### src/rtl/echo_path_pkg.sv
// Shared types for the echo channel path controller.
// Assumes: state codes are visible to software and must stay fixed.
package echo_path_pkg;

    typedef enum logic [2:0] {
        MODE_OFF    = 3'd0,
        MODE_MUTE   = 3'd1,
        MODE_BYPASS = 3'd2,
        MODE_FROZEN = 3'd3,
        MODE_ADAPT  = 3'd4
    } chan_mode_e;

    // Registered path controls produced by the mode decoder
    typedef struct packed {
        chan_mode_e mode;
        logic       live;
        logic       snd_zero;
        logic       rcv_zero;
        logic       snd_raw;
        logic       offset_on;
    } path_ctrl_t;

    localparam int NUM_DIR = 2;
    localparam int DIR_SND = 0;
    localparam int DIR_RCV = 1;

endpackage

### src/rtl/tone_qualifier.sv
// Qualifies per-direction disable-tone flags against the selected rule
// and drives registered active-low indication pins.
// Assumes: flags are already synchronous to clk; pins read high when
// the channel is powered down or in reset.
module tone_qualifier #(
    parameter int NDIR = 2
) (
    input  logic            clk,
    input  logic            rst_n,
    input  logic            pwr_n,
    input  logic            rule_any,
    input  logic [NDIR-1:0] tone_flag,
    input  logic [NDIR-1:0] phrev_flag,
    output logic [NDIR-1:0] tone_valid,
    output logic [NDIR-1:0] td_pin_n
);

    for (genvar d = 0; d < NDIR; d++) begin : g_dir
        logic td_q;

        // Rule check: permissive rule needs only the tone flag
        assign tone_valid[d] = tone_flag[d] & (rule_any | phrev_flag[d]);

        // Indication register, cleared in reset and power-down
        always_ff @(posedge clk) begin
            if (!rst_n)      td_q <= 1'b0;
            else if (!pwr_n) td_q <= 1'b0;
            else             td_q <= tone_valid[d];
        end

        assign td_pin_n[d] = ~td_q;
    end

endmodule

### src/rtl/bypass_hold.sv
// Holds a tone-forced bypass and counts quiet frames until release.
// Assumes: frame_tick is a single-cycle pulse; hold count 0 acts as 1.
// The quiet counter runs only while a hold is active.
module bypass_hold #(
    parameter int HOLD_W = 4
) (
    input  logic              clk,
    input  logic              rst_n,
    input  logic              pwr_n,
    input  logic              tone_auto,
    input  logic              tone_any,
    input  logic              frame_tick,
    input  logic              base_adapt,
    input  logic [HOLD_W-1:0] hold_frames,
    output logic              hold_nx,
    output logic              hold_q
);

    localparam int CNT_W = HOLD_W + 1;

    logic [HOLD_W-1:0] cnt_q;
    logic [CNT_W-1:0]  cnt_inc;
    logic              reach;
    logic              drop_all;

    assign cnt_inc  = {1'b0, cnt_q} + CNT_W'(1);
    assign reach    = cnt_inc >= {1'b0, hold_frames};
    assign drop_all = ~pwr_n | ~tone_auto;

    // Next hold value: tone beats a completing quiet tick
    always_comb begin
        if (drop_all)        hold_nx = 1'b0;
        else if (hold_q) begin
            if (tone_any)                hold_nx = 1'b1;
            else if (frame_tick && reach) hold_nx = 1'b0;
            else                         hold_nx = 1'b1;
        end
        else                 hold_nx = tone_any & base_adapt;
    end

    // Hold flag register
    always_ff @(posedge clk) begin
        if (!rst_n) hold_q <= 1'b0;
        else        hold_q <= hold_nx;
    end

    // Quiet-frame counter, restarted by any valid tone
    always_ff @(posedge clk) begin
        if (!rst_n)                                  cnt_q <= '0;
        else if (drop_all || tone_any || !hold_q)    cnt_q <= '0;
        else if (frame_tick)                         cnt_q <= reach ? '0 : cnt_inc[HOLD_W-1:0];
    end

endmodule

### src/rtl/mode_decoder.sv
// Resolves the channel mode by fixed priority and registers the path
// controls: off, then mute, then bypass, then frozen, then adapt.
// Assumes: control bits are static register outputs sampled each clock.
module mode_decoder
    import echo_path_pkg::*;
(
    input  logic       clk,
    input  logic       rst_n,
    input  logic       pwr_n,
    input  logic       mute_snd_bit,
    input  logic       mute_rcv_bit,
    input  logic       bypass_bit,
    input  logic       adapt_off_bit,
    input  logic       offset_off_bit,
    input  logic       tone_hold,
    output logic       base_adapt,
    output path_ctrl_t ctrl_q
);

    path_ctrl_t ctrl_d;
    logic       any_mute;
    logic       any_bypass;

    assign any_mute   = mute_snd_bit | mute_rcv_bit;
    assign any_bypass = bypass_bit | tone_hold;
    assign base_adapt = ~(any_mute | bypass_bit | adapt_off_bit);

    // Priority decode of the next mode and path selects
    always_comb begin
        ctrl_d = '0;
        ctrl_d.mode = MODE_OFF;
        if (pwr_n) begin
            ctrl_d.live      = 1'b1;
            ctrl_d.snd_zero  = mute_snd_bit;
            ctrl_d.rcv_zero  = mute_rcv_bit;
            ctrl_d.snd_raw   = any_bypass;
            ctrl_d.offset_on = ~offset_off_bit;
            if (any_mute)           ctrl_d.mode = MODE_MUTE;
            else if (any_bypass)    ctrl_d.mode = MODE_BYPASS;
            else if (adapt_off_bit) ctrl_d.mode = MODE_FROZEN;
            else                    ctrl_d.mode = MODE_ADAPT;
        end
    end

    // Control register, reset to the off state
    always_ff @(posedge clk) begin
        if (!rst_n) begin
            ctrl_q      <= '0;
            ctrl_q.mode <= MODE_OFF;
        end
        else begin
            ctrl_q <= ctrl_d;
        end
    end

endmodule

### src/rtl/pcm_path_mux.sv
// Steers PCM samples by the registered path controls.
// Assumes: a released output is modelled by oe low with zero data.
module pcm_path_mux #(
    parameter int DATA_W = 16
) (
    input  logic              live,
    input  logic              snd_zero,
    input  logic              rcv_zero,
    input  logic              snd_raw,
    input  logic [DATA_W-1:0] snd_in,
    input  logic [DATA_W-1:0] snd_proc,
    input  logic [DATA_W-1:0] rcv_in,
    output logic [DATA_W-1:0] snd_out,
    output logic [DATA_W-1:0] rcv_out,
    output logic              snd_oe,
    output logic              rcv_oe
);

    // Send path: zero, raw or processed sample
    always_comb begin
        if (!live || snd_zero) snd_out = '0;
        else if (snd_raw)      snd_out = snd_in;
        else                   snd_out = snd_proc;
    end

    // Receive path: zero or pass-through
    always_comb begin
        if (!live || rcv_zero) rcv_out = '0;
        else                   rcv_out = rcv_in;
    end

    assign snd_oe = live;
    assign rcv_oe = live;

endmodule

### src/rtl/echo_path_ctrl.sv
// Per-channel path state controller for an echo-cancelling voice path.
// Combines host bits, qualified disable tones and power-down into a
// registered mode and steers the send and receive PCM streams.
// Assumes: all inputs synchronous to clk; one clock of control latency.
module echo_path_ctrl
    import echo_path_pkg::*;
#(
    parameter int DATA_W = 16,
    parameter int HOLD_W = 4
) (
    input  logic              clk,
    input  logic              rst_n,
    input  logic              pwr_n,
    input  logic              frame_tick,
    input  logic              mute_snd_bit,
    input  logic              mute_rcv_bit,
    input  logic              bypass_bit,
    input  logic              adapt_off_bit,
    input  logic              offset_off_bit,
    input  logic              tone_auto,
    input  logic              rule_any_tone,
    input  logic              tone_snd,
    input  logic              tone_rcv,
    input  logic              phrev_snd,
    input  logic              phrev_rcv,
    input  logic [HOLD_W-1:0] hold_frames,
    input  logic [DATA_W-1:0] snd_in,
    input  logic [DATA_W-1:0] snd_proc,
    input  logic [DATA_W-1:0] rcv_in,
    output logic [DATA_W-1:0] snd_out,
    output logic [DATA_W-1:0] rcv_out,
    output logic              snd_oe,
    output logic              rcv_oe,
    output logic              adapt_en,
    output logic              offset_en,
    output logic              td_snd_n,
    output logic              td_rcv_n,
    output logic [2:0]        chan_state
);

    logic [NUM_DIR-1:0] tone_valid;
    logic [NUM_DIR-1:0] td_pin_n;
    logic               tone_any;
    logic               hold_nx;
    logic               hold_q;
    logic               base_adapt;
    path_ctrl_t         ctrl_q;

    tone_qualifier #(.NDIR(NUM_DIR)) u_tone (
        .clk        (clk),
        .rst_n      (rst_n),
        .pwr_n      (pwr_n),
        .rule_any   (rule_any_tone),
        .tone_flag  ({tone_rcv, tone_snd}),
        .phrev_flag ({phrev_rcv, phrev_snd}),
        .tone_valid (tone_valid),
        .td_pin_n   (td_pin_n)
    );

    assign tone_any = |tone_valid;

    bypass_hold #(.HOLD_W(HOLD_W)) u_hold (
        .clk         (clk),
        .rst_n       (rst_n),
        .pwr_n       (pwr_n),
        .tone_auto   (tone_auto),
        .tone_any    (tone_any),
        .frame_tick  (frame_tick),
        .base_adapt  (base_adapt),
        .hold_frames (hold_frames),
        .hold_nx     (hold_nx),
        .hold_q      (hold_q)
    );

    mode_decoder u_mode (
        .clk            (clk),
        .rst_n          (rst_n),
        .pwr_n          (pwr_n),
        .mute_snd_bit   (mute_snd_bit),
        .mute_rcv_bit   (mute_rcv_bit),
        .bypass_bit     (bypass_bit),
        .adapt_off_bit  (adapt_off_bit),
        .offset_off_bit (offset_off_bit),
        .tone_hold      (hold_nx),
        .base_adapt     (base_adapt),
        .ctrl_q         (ctrl_q)
    );

    pcm_path_mux #(.DATA_W(DATA_W)) u_mux (
        .live     (ctrl_q.live),
        .snd_zero (ctrl_q.snd_zero),
        .rcv_zero (ctrl_q.rcv_zero),
        .snd_raw  (ctrl_q.snd_raw),
        .snd_in   (snd_in),
        .snd_proc (snd_proc),
        .rcv_in   (rcv_in),
        .snd_out  (snd_out),
        .rcv_out  (rcv_out),
        .snd_oe   (snd_oe),
        .rcv_oe   (rcv_oe)
    );

    assign chan_state = ctrl_q.mode;
    assign adapt_en   = (ctrl_q.mode == MODE_ADAPT);
    assign offset_en  = ctrl_q.offset_on;
    assign td_snd_n   = td_pin_n[DIR_SND];
    assign td_rcv_n   = td_pin_n[DIR_RCV];

endmodule

### config.mk
export PLATFORM = sky130hd
export DESIGN_NAME = echo_path_ctrl
export DESIGN_NICKNAME = d
export VERILOG_FILES = /design/src/rtl/echo_path_pkg.sv /design/src/rtl/tone_qualifier.sv /design/src/rtl/bypass_hold.sv /design/src/rtl/mode_decoder.sv /design/src/rtl/pcm_path_mux.sv /design/src/rtl/echo_path_ctrl.sv
export SDC_FILE = /design/constraint.sdc
export NUM_CORES = 1
export LEC_CHECK = 0
export CAP_MARGIN = 0
export CORE_MARGIN = 1.5
export CORE_UTILIZATION = 32
export DETAILED_ROUTE_END_ITERATION = 10
export GPL_TIMING_DRIVEN = 0
export PLACE_DENSITY = 0.83
export SYNTH_ARGS = -nofsm -noshare
export SYNTH_HDL_FRONTEND = slang
export SYNTH_HIERARCHICAL = 1
export SYNTH_SLANG_ARGS = --single-unit
### constraint.sdc
create_clock -name clk -period 6.45 [get_ports clk]
set_clock_uncertainty 0.05 [all_clocks]
set_input_delay 1.29 -clock clk [delete_from_list [all_inputs] [get_ports clk]]
set_output_delay 1.29 -clock clk [all_outputs]
set_load 0.01 [all_outputs]
==> flow_summary.ini, run 1 <==
[clocking]
cts_tree = built
cts-resized-gates = 0
clock_sinks = 15
root_buffer = clkbuf_4
ctsHoldBuffers = 0
clk_latency_ns = 0.28
h-tree-depth = 1
numCtsBuffers = 3
post_cts_buffers = 0
clk_pin_slew_worst_paths_ns = 0.10
ctsLongestPathBuffers = 2

[power_and_ir_drop]
powerDensity_nw_per_um2 = 109
irDropWorstVdd_mv = 0.101
clkPwrFrac = 0.221
p_switching_uw = 62.2
power_frac_seq = 0.391
switching_share = 0.253
p_int_uw = 184
comb_power_share = 0.388
leakagePower_uw = 0.000901

[sta]
rsz0062_at_grt = false
min_period_over_period = 0.588
tightest_slew_ns = 0.266
finalMaxSlewViolations = 0
relSlewSlack = 0.820
finalCriticalPeriod_ns = 3.79
fmax_mhz = 264
hold_viol = 0
setup_viol = 0
fin_tns_setup_ns = 0

[worst_setup_path]
worstPathRequired_ns = 5.11
cpMaxStageDelayCell = clkdlybuf4s50_1
critPathLaunch = snd_in[15]
critPathBufInv = 2
crit_fanout = 1
crit_arrival_ns = 2.45
worst-r2r-cell-count = 9
cp-end-kind = output port
r2r-end = u_mode/ctrl_q[7]
startpoint_type = primary input
r2r_slack_ns = 4.18
r2r_start = u_hold/cnt_q[0]
cp_common_cell = clkdlybuf4s50_1
max_stage_delay_ns = 0.54
critPathKind = in -> out
path_cells = clkdlybuf4s50_1 > mux2i_1 > nor2_1 > clkdlybuf4s50_1
crit_family = buffers and inverters

[yosys]
yosys.area.top_type_share = 0.271
yosys_warnings = 6
synth_seq_cells = 15
yosysSeqAreaShare = 0.271
synth_area_leaders = dfxtp_1, mux2i_1, and2_1
avgSynthCellArea_um2 = 8.40
synth.distinct_cells = 35
postSynthCellCount = 132
synth_area_leader_cell = dfxtp_1
synth_area_um2 = 1110
syn-num-nets = 204

[detailed_routing]
finalWirelength_um = 3430
ant_nets = 0
drcViolationCount = 0
first_iter_violations = 57
vias = 1310
routedWlPerCell_um = 11.9
routed_via_density = 4.55
drt_pre_antenna_iters = 4

[global_routing]
gr-total-overflow = 0
grt_pass1_vias = 1123
grt_pass1_wl_um = 4730
grt_max_degree = 11
antenna_found_initial = 0
grt_usage = 0.164

[placed_design]
dpl_cell_area_um2 = 2230
numPortBuffers = 106
dpl.hpwl_um = 3020
place.gp.congestion = 0.727

[layout]
final_net_count = 315
antenna_cells = 0
stdcell_area_um2 = 2250
fin_util = 0.676
drive_above_1_share = 0.0620
area.growth.synth_to_final_pct = 103

[floorplan]
die_y_um = 61.9
rows = 21
die_w_um = 61.9
dieArea_um2 = 3830
initial_core_util = 0.332
coreArea_um2 = 3340
io_pins = 108

[worst_hold_path]
holdPathEnd = u_hold/cnt_q[1]
hold_depth = 2
hold_class = reg -> reg
hp-start = u_hold/cnt_q[1]

[flow_run]
maxCapViolCount = 0

[outcome]
status = complete, no violations
[power groups by stage]
stage / sequential [uW] / combinational, uW / clock (uW)
floorplan: 98.6 / 30.8 / 0
global route: 96.4 / 104 / 61.7
finish: 96.1 / 95.4 / 54.2
detailed placement: 98.3 / 95.9 / 0
CTS: 96.2 / 96.2 / 55.5
global placement: 98.2 / 94.6 / 0
[kinds of logic (layout without fill, tap and decap cells)]
kind of cell / after synthesis / in the layout / synth area share
adder cells (fa/ha/maj): 5 / 5 / 0.0564
buffers and inverters: 15 / 125 / 0.0914
flip-flops: 15 / 15 / 0.271
multiplexers: 17 / 17 / 0.153
AND/OR/NAND/NOR: 61 / 61 / 0.295
XOR/XNOR: 5 / 5 / 0.0395
AO/OA/AOI/OAI: 14 / 14 / 0.0937
[routing by layer]
layer | share of wire | wire, um | global-route usage | vias up
met5 | 0 | 0 | 0 | -
met2 | 0.51 | 1740 | 0.314 | 63
met4 | 0 | 0 | 0.0365 | 0
met3 | 0.10 | 354 | 0.0352 | 0
met1 | 0.39 | 1340 | 0.183 | 581
li1 | - | - | - | 666
[worst max path at each step]
stage | endpoint | depth (start not counted) | slack (ns)
CTS | snd_out[14] | 4 | 2.65
detailed placement | snd_out[14] | 4 | 2.65
floorplan | snd_out[0] | 2 | 3.61
finish | snd_out[15] | 4 | 2.66
global placement | snd_out[14] | 4 | 2.67
global route | snd_out[3] | 4 | 2.55
[stage by stage]
stage	setup slack (ns)	instances	total power, uW	hold WS, ns
2_1_floorplan	3.61	132	129	0.459
3_3_place_gp	2.67	284	193	0.483
3_5_place_dp	2.65	284	194	0.510
4_1_cts	2.65	288	248	0.530
5_1_grt	2.55	288	262	0.566
6_report	2.66	288	246	0.518
[cells in the mapped netlist (all sizes together)]
library cell / n
nor2: 26
mux2i: 17
and2: 16
dfxtp: 15
buf: 7
inv: 7
ha: 5
nand2: 4
a21oi: 3
o21a: 3
xor2: 3
a31oi: 2
and3: 2
nor2b: 2
nor4: 2
o2111a: 2
xnor2: 2
a31o: 1
and4b: 1
clkbuf: 1
nand2b: 1
nand3: 1
nand4: 1
nor3: 1
nor3b: 1
nor4b: 1
o211a: 1
o211ai: 1
o21ai: 1
or2: 1
or3b: 1
[flip-flops by register name, summed over array words and instances, names as in the netlist]
register           count
u_mode/ctrl_q          8
u_hold/cnt_q           4
u_tone/g_dir.td_q      2
u_hold/hold_q          1
[cells in the final DEF (no fill, tap or decap), types with 4 or more instances in the layout]
cell,Yosys,final
mux2i_1,17,17
nor2_1,26,26
dfxtp_1,15,15
nand2_1,4,4
inv_1,7,7
clkdlybuf4s50_1,0,106
and2_1,16,16
ha_1,5,5
[worst register-to-register path, cell delays in order (launching register included)]
cell and delay [ns]:
dfxtp_1 0.37, ha_1 0.25, xor2_1 0.15, ha_1 0.30
nand2_1 0.06, o21ai_1 0.18, a31oi_1 0.14, o21a_1 0.22
nor3_1 0.19, nor4b_1 0.28
[cell type report]
class | count | area (um2)
Timing Repair Buffer | 106 | 1060
Fill cell | 282 | 1080
Tap cell | 46 | 57.6
Buffer | 8 | 75.1
Sequential cell | 15 | 300
Multi-Input combinational cell | 102 | 707
Clock inverter | 1 | 5.00
Clock buffer | 3 | 22.5
Inverter | 7 | 26.3
Note: power is estimated with default switching activity, not from simulation.
==> run 2: changes to the inputs <==
--- a/config.mk
+++ b/config.mk
@@ -7,10 +7,10 @@
 export LEC_CHECK = 0
 export CAP_MARGIN = 0
 export CORE_MARGIN = 1.5
-export CORE_UTILIZATION = 32
+export CORE_UTILIZATION = 30
 export DETAILED_ROUTE_END_ITERATION = 10
 export GPL_TIMING_DRIVEN = 0
-export PLACE_DENSITY = 0.83
+export PLACE_DENSITY = 0.78
 export SYNTH_ARGS = -nofsm -noshare
 export SYNTH_HDL_FRONTEND = slang
 export SYNTH_HIERARCHICAL = 1
==> constraint.sdc (replaced) <==
create_clock -name clk -period 3.6 [get_ports clk]
set_clock_uncertainty 0.05 [all_clocks]
set_input_delay 0.72 -clock clk [delete_from_list [all_inputs] [get_ports clk]]
set_output_delay 0.72 -clock clk [all_outputs]
set_load 0.01 [all_outputs]
==> run 2 against run 1 <==
Sequential cell count stayed put. Register-to-register slack lost 2.8 ns. Hold slack got worse by 0.012 ns. First-iteration DRC count is 58% lower. Combinational power grew 80%. Largest power group unchanged. Setup slack got worse by 1.7 ns. Die area up 6.4%. Global-route usage increased by 0.52 points. Non-clock buffer count unchanged. Via count down 4.0%.
==> flow_summary.ini, run 2 (synthesis gave the netlist of run 1 again) <==
[clocking]
numCtsBuffers = 3
h-tree-depth = 1
root_buffer = clkbuf_8
cts_tree = built
clock_sinks = 15
post_cts_buffers = 0
clk_pin_slew_worst_paths_ns = 0.06
ctsHoldBuffers = 0
cts-resized-gates = 0
clk_latency_ns = 0.25
ctsLongestPathBuffers = 2

[detailed_routing]
ant_nets = 0
routed_via_density = 4.37
finalWirelength_um = 3510
routedWlPerCell_um = 12.2
first_iter_violations = 24
drt_pre_antenna_iters = 4
drcViolationCount = 0
vias = 1258

[floorplan]
die_w_um = 63.8
initial_core_util = 0.322
rows = 21
io_pins = 108
dieArea_um2 = 4070
coreArea_um2 = 3440
die_y_um = 63.8

[placed_design]
numPortBuffers = 106
place_inst = 284
dpl.hpwl_um = 2950
dpl_cell_area_um2 = 2230
place.gp.congestion = 0.720

[worst_setup_path]
r2r_start = u_hold/cnt_q[0]
startpoint_type = primary input
cpMaxStageDelayCell = clkdlybuf4s50_1
r2r_slack_ns = 1.36
max_stage_delay_ns = 0.55
worst-r2r-cell-count = 9
cp_common_cell = clkdlybuf4s50_1
worstPathRequired_ns = 2.83
r2r-end = u_mode/ctrl_q[7]
crit_arrival_ns = 1.91
critPathKind = in -> out
crit_fanout = 1
cp-end-kind = output port
path_cells = clkdlybuf4s50_1 > mux2i_1 > nor2_1 > clkdlybuf4s50_1

[global_routing]
grt_pass1_wl_um = 5550
gr-total-overflow = 0
grt_usage = 0.169
antenna_found_initial = 0
grt_max_degree = 11
grt_pass1_vias = 1157

[power_and_ir_drop]
powerDensity_nw_per_um2 = 212
irDropWorstVdd_mv = 0.191
leakagePower_uw = 0.000905
power_uw = 483

[worst_hold_path]
hold_depth = 2
holdPathEnd = u_hold/cnt_q[1]
hold_class = reg -> reg
hp-start = u_hold/cnt_q[1]

[sta]
fmax_mhz = 373
min_period_over_period = 0.745
fin_tns_setup_ns = 0
finalCriticalPeriod_ns = 2.68
rsz0062_at_grt = false
setup_viol = 0
relSlewSlack = 0.827
tightest_slew_ns = 0.256
hold_viol = 0
finalMaxSlewViolations = 0

[layout]
largestRegisters = u_mode/ctrl_q x8, u_hold/cnt_q x4, u_tone/g_dir.td_q x2
layout_commonest_cell = clkdlybuf4s50_1
instances_no_fill = 288
largest_register_ffs = 8
final_cell_mix = clkdlybuf4s50_1, nor2_1, mux2i_1
drive_above_1_share = 0.0620
multi_input_area_um2 = 707
fin_util = 0.661
final_net_count = 315
area.growth.synth_to_final_pct = 105
stdcell_area_um2 = 2280
seq_area_um2 = 300
top_register = u_mode/ctrl_q
antenna_cells = 0
fill_cells = 309

[outcome]
status = complete, no violations

[flow_run]
maxCapViolCount = 0
[run 2: cell count changes in the layout (fill, tap and decap cells not counted)]
| cell | change |
|---|---|
| clkinv_2 | -1 |
| clkinvlp_4 | +1 |
| clkbuf_8 | +3 |
| clkbuf_4 | -3 |
[run 2: power by group]
group	switching [uW]	total, uW	internal (uW)
sequential	2.05	172	170
clock	61.6	139	77.6
combinational	54.3	172	117
[run 2: how the worst max path moves through the flow]
stage	endpoint	startpoint	cells after the start
after global routing	snd_out[5]	snd_in[5]	4
after CTS	snd_out[8]	snd_in[8]	4
final	snd_out[8]	snd_in[8]	4
after detailed placement	snd_out[8]	snd_in[8]	4
after global placement	snd_out[8]	snd_in[8]	4
after floorplan	u_mode/ctrl_q[5]	hold_frames[2]	8
[run 2: cell type report]
class / count / share of cell area
repair buffers: 106 / 0.466
multi-input cells: 102 / 0.311
flip-flops and latches: 15 / 0.132
plain buffers: 8 / 0.0330
well taps: 46 / 0.0253
clock buffers: 3 / 0.0181
inverters: 7 / 0.0115
clock inverters: 1 / 0.00330
[run 2: layer usage]
metal	part of all wire	track usage	wire length [um]
met5	0	0	0
met4	0.017	0.0652	58
met3	0.091	0.0528	318
met2	0.48	0.286	1680
met1	0.41	0.197	1450
[run 2: worst max-delay path: cells and delay by family]
kind,cells,cell delay (ns)
buffers and inverters,2,1.04
multiplexers,1,0.08
AND/OR/NAND/NOR,1,0.08
[run 2: metrics by stage]
stage	setup WS [ns]	hold WS [ns]
2_1_floorplan	1.52	0.459
3_3_place_gp	0.926	0.485
3_5_place_dp	0.908	0.493
4_1_cts	0.902	0.505
5_1_grt	0.862	0.554
6_report	0.918	0.506
==> run 3: changes to the inputs <==
--- a/config.mk
+++ b/config.mk
@@ -7,10 +7,10 @@
 export LEC_CHECK = 0
 export CAP_MARGIN = 0
 export CORE_MARGIN = 1.5
-export CORE_UTILIZATION = 30
+export CORE_UTILIZATION = 27
 export DETAILED_ROUTE_END_ITERATION = 10
 export GPL_TIMING_DRIVEN = 0
-export PLACE_DENSITY = 0.78
+export PLACE_DENSITY = 0.74
 export SYNTH_ARGS = -nofsm -noshare
 export SYNTH_HDL_FRONTEND = slang
 export SYNTH_HIERARCHICAL = 1
==> constraint.sdc (replaced) <==
create_clock -name clk -period 2.3 [get_ports clk]
set_clock_uncertainty 0.05 [all_clocks]
set_input_delay 0.46 -clock clk [delete_from_list [all_inputs] [get_ports clk]]
set_output_delay 0.46 -clock clk [all_outputs]
set_load 0.01 [all_outputs]
==> run 3 against run 2 <==
Final area grew 0.71%. Critical path depth unchanged. Via count increased by 2.0%. Utilization down 8.4 points. Largest cell class unchanged. Sequential cell count is the same. Routed wire length decreased by 3.4%. Sequential share of layout area hardly changed. Cell count up 1.4%. Clock power rose by 50%. Die area grew 11%. First-iteration DRC count shrank 71%.
==> flow_summary.ini, run 3 (synthesis gave the netlist of run 1 again) <==
[placed_design]
dpl.hpwl_um = 2900
place_inst = 288
place.gp.congestion = 0.729
numPortBuffers = 106

[sta]
tightest_slew_ns = 0.249
whs_ns = 0.502
finalMaxSlewViolations = 0
fin_tns_setup_ns = 0
min_period_over_period = 0.951
rsz0062_at_grt = false
hold_viol = 0
relSlewSlack = 0.833
fmax_mhz = 457
setup_viol = 0
finalCriticalPeriod_ns = 2.19

[worst_setup_path]
critPathKind = reg -> out
crit_arrival_ns = 1.68
worstPathRequired_ns = 1.79
crit_fanout = 10
startpoint_type = flip-flop
cpMaxStageDelayCell = clkdlybuf4s50_1
max_stage_delay_ns = 0.54
path_cells = nor2b_4 > clkbuf_2 > and2_1 > clkdlybuf4s50_1
critPathBufInv = 2
cp-end-kind = output port
crit_family = buffers and inverters

[floorplan]
coreArea_um2 = 3970
die_w_um = 67.1
die_y_um = 67.1
io_pins = 108
initial_core_util = 0.279
dieArea_um2 = 4500
rows = 23

[layout]
top_register = u_mode/ctrl_q
instances_no_fill = 292
fin_util = 0.577
largest_register_ffs = 8
layout_commonest_cell = clkdlybuf4s50_1
area.growth.synth_to_final_pct = 107
largestRegisters = u_mode/ctrl_q x8, u_hold/cnt_q x4, u_tone/g_dir.td_q x2
final_cell_mix = clkdlybuf4s50_1, nor2_1, mux2i_1
drive_above_1_share = 0.0785
fill_cells = 388
antenna_cells = 0
final_net_count = 315

[global_routing]
grt_usage = 0.135
grt_pass1_vias = 1073
antenna_found_initial = 0
grt_max_degree = 11
gr-total-overflow = 0
grt_pass1_wl_um = 4810

[power_and_ir_drop]
p_int_uw = 571
clkPwrFrac = 0.279
comb_power_share = 0.360
power_uw = 747
powerDensity_nw_per_um2 = 326
p_switching_uw = 177
leakagePower_uw = 0.000908
power_frac_seq = 0.361
irDropWorstVdd_mv = 0.248
switching_share = 0.236

[clocking]
root_buffer = clkbuf_8
ctsLongestPathBuffers = 2
ctsHoldBuffers = 0
clk_latency_ns = 0.24
cts_tree = built
clk_pin_slew_worst_paths_ns = 0.06
clock_sinks = 15
h-tree-depth = 1
post_cts_buffers = 0
numCtsBuffers = 3

[detailed_routing]
drcViolationCount = 0
finalWirelength_um = 3390
ant_nets = 0
vias = 1283
drt_pre_antenna_iters = 3
first_iter_violations = 7
routed_via_density = 4.39
routedWlPerCell_um = 11.6

[outcome]
status = complete, no violations

[worst_hold_path]
hold_class = reg -> reg

[flow_run]
maxCapViolCount = 0
## run 3: cell types whose count changed in the layout (fill, tap and decap cells not counted)
cell        delta
ha_1           -1
dfxtp_2        +1
nor4b_1        -1
clkinv_2       +1
ha_2           +1
o21ai_2        +1
nor4b_2        +1
dfxtp_1        -1
o21ai_1        -1
clkinvlp_4     -1
## run 3: final cells by class
class	instances	area [um2]	share of cell area
buffer	8	75.1	0.0328
clock buffer	3	41.3	0.0180
clock inverter	1	5.00	0.00218
inverter	7	26.3	0.0115
multi-input combinational	102	719	0.314
sequential	15	302	0.132
tap	50	62.6	0.0273
timing repair buffer	106	1060	0.463
## run 3: worst reg2reg max path, delay by kind of cell, from the launching register on
kind	cells	cell delay [ns]
compound gates	4	0.61
xor+xnor	1	0.15
flops	1	0.35
simple gates	2	0.42
fa+ha+maj	2	0.51
## run 3: what timing repair did
item	in CTS	in global routing
resized for setup	1	3
setup endpoints to repair	1	3
endpoints found under the hold margin	0	0
## run 3: worst paths after layout
| check | endpoint | slack, ns | startpoint | depth (start not counted) |
|---|---|---|---|---|
| worst min register to register | u_hold/cnt_q[0] | 0.50 | u_hold/cnt_q[0] | 2 |
| worst max register to register | u_mode/ctrl_q[5] | 0.15 | u_hold/cnt_q[0] | 9 |
| worst max-delay path | rcv_out[14] | 0.11 | u_mode/ctrl_q[4] | 4 |
| worst min-delay path | u_hold/cnt_q[0] | 0.50 | u_hold/cnt_q[0] | 2 |
## run 3: per-layer routing
layer | vias up | GRT usage | wire [um]
met5 | - | 0 | 0
met4 | 0 | 0.0306 | 0
met3 | 0 | 0.0389 | 443
met2 | 60 | 0.240 | 1620
met1 | 556 | 0.158 | 1320
li1 | 667 | - | -
## run 3: power groups by stage
stage | combinational [uW] | sequential (uW) | clock [uW]
6_report | 269 | 270 | 208
5_1_grt | 291 | 270 | 229
4_1_cts | 272 | 270 | 219
3_5_place_dp | 269 | 276 | 0
3_3_place_gp | 266 | 276 | 0
2_1_floorplan | 86.4 | 276 | 0
## run 3: through the flow
step | cell area [um2] | worst slack, ns
after floorplan | 1110 | 0.248
after global placement | 2230 | -0.107
after detailed placement | 2230 | -0.110
after CTS | 2280 | 0.0383
after global routing | 2290 | 0.00318
final | 2290 | 0.112
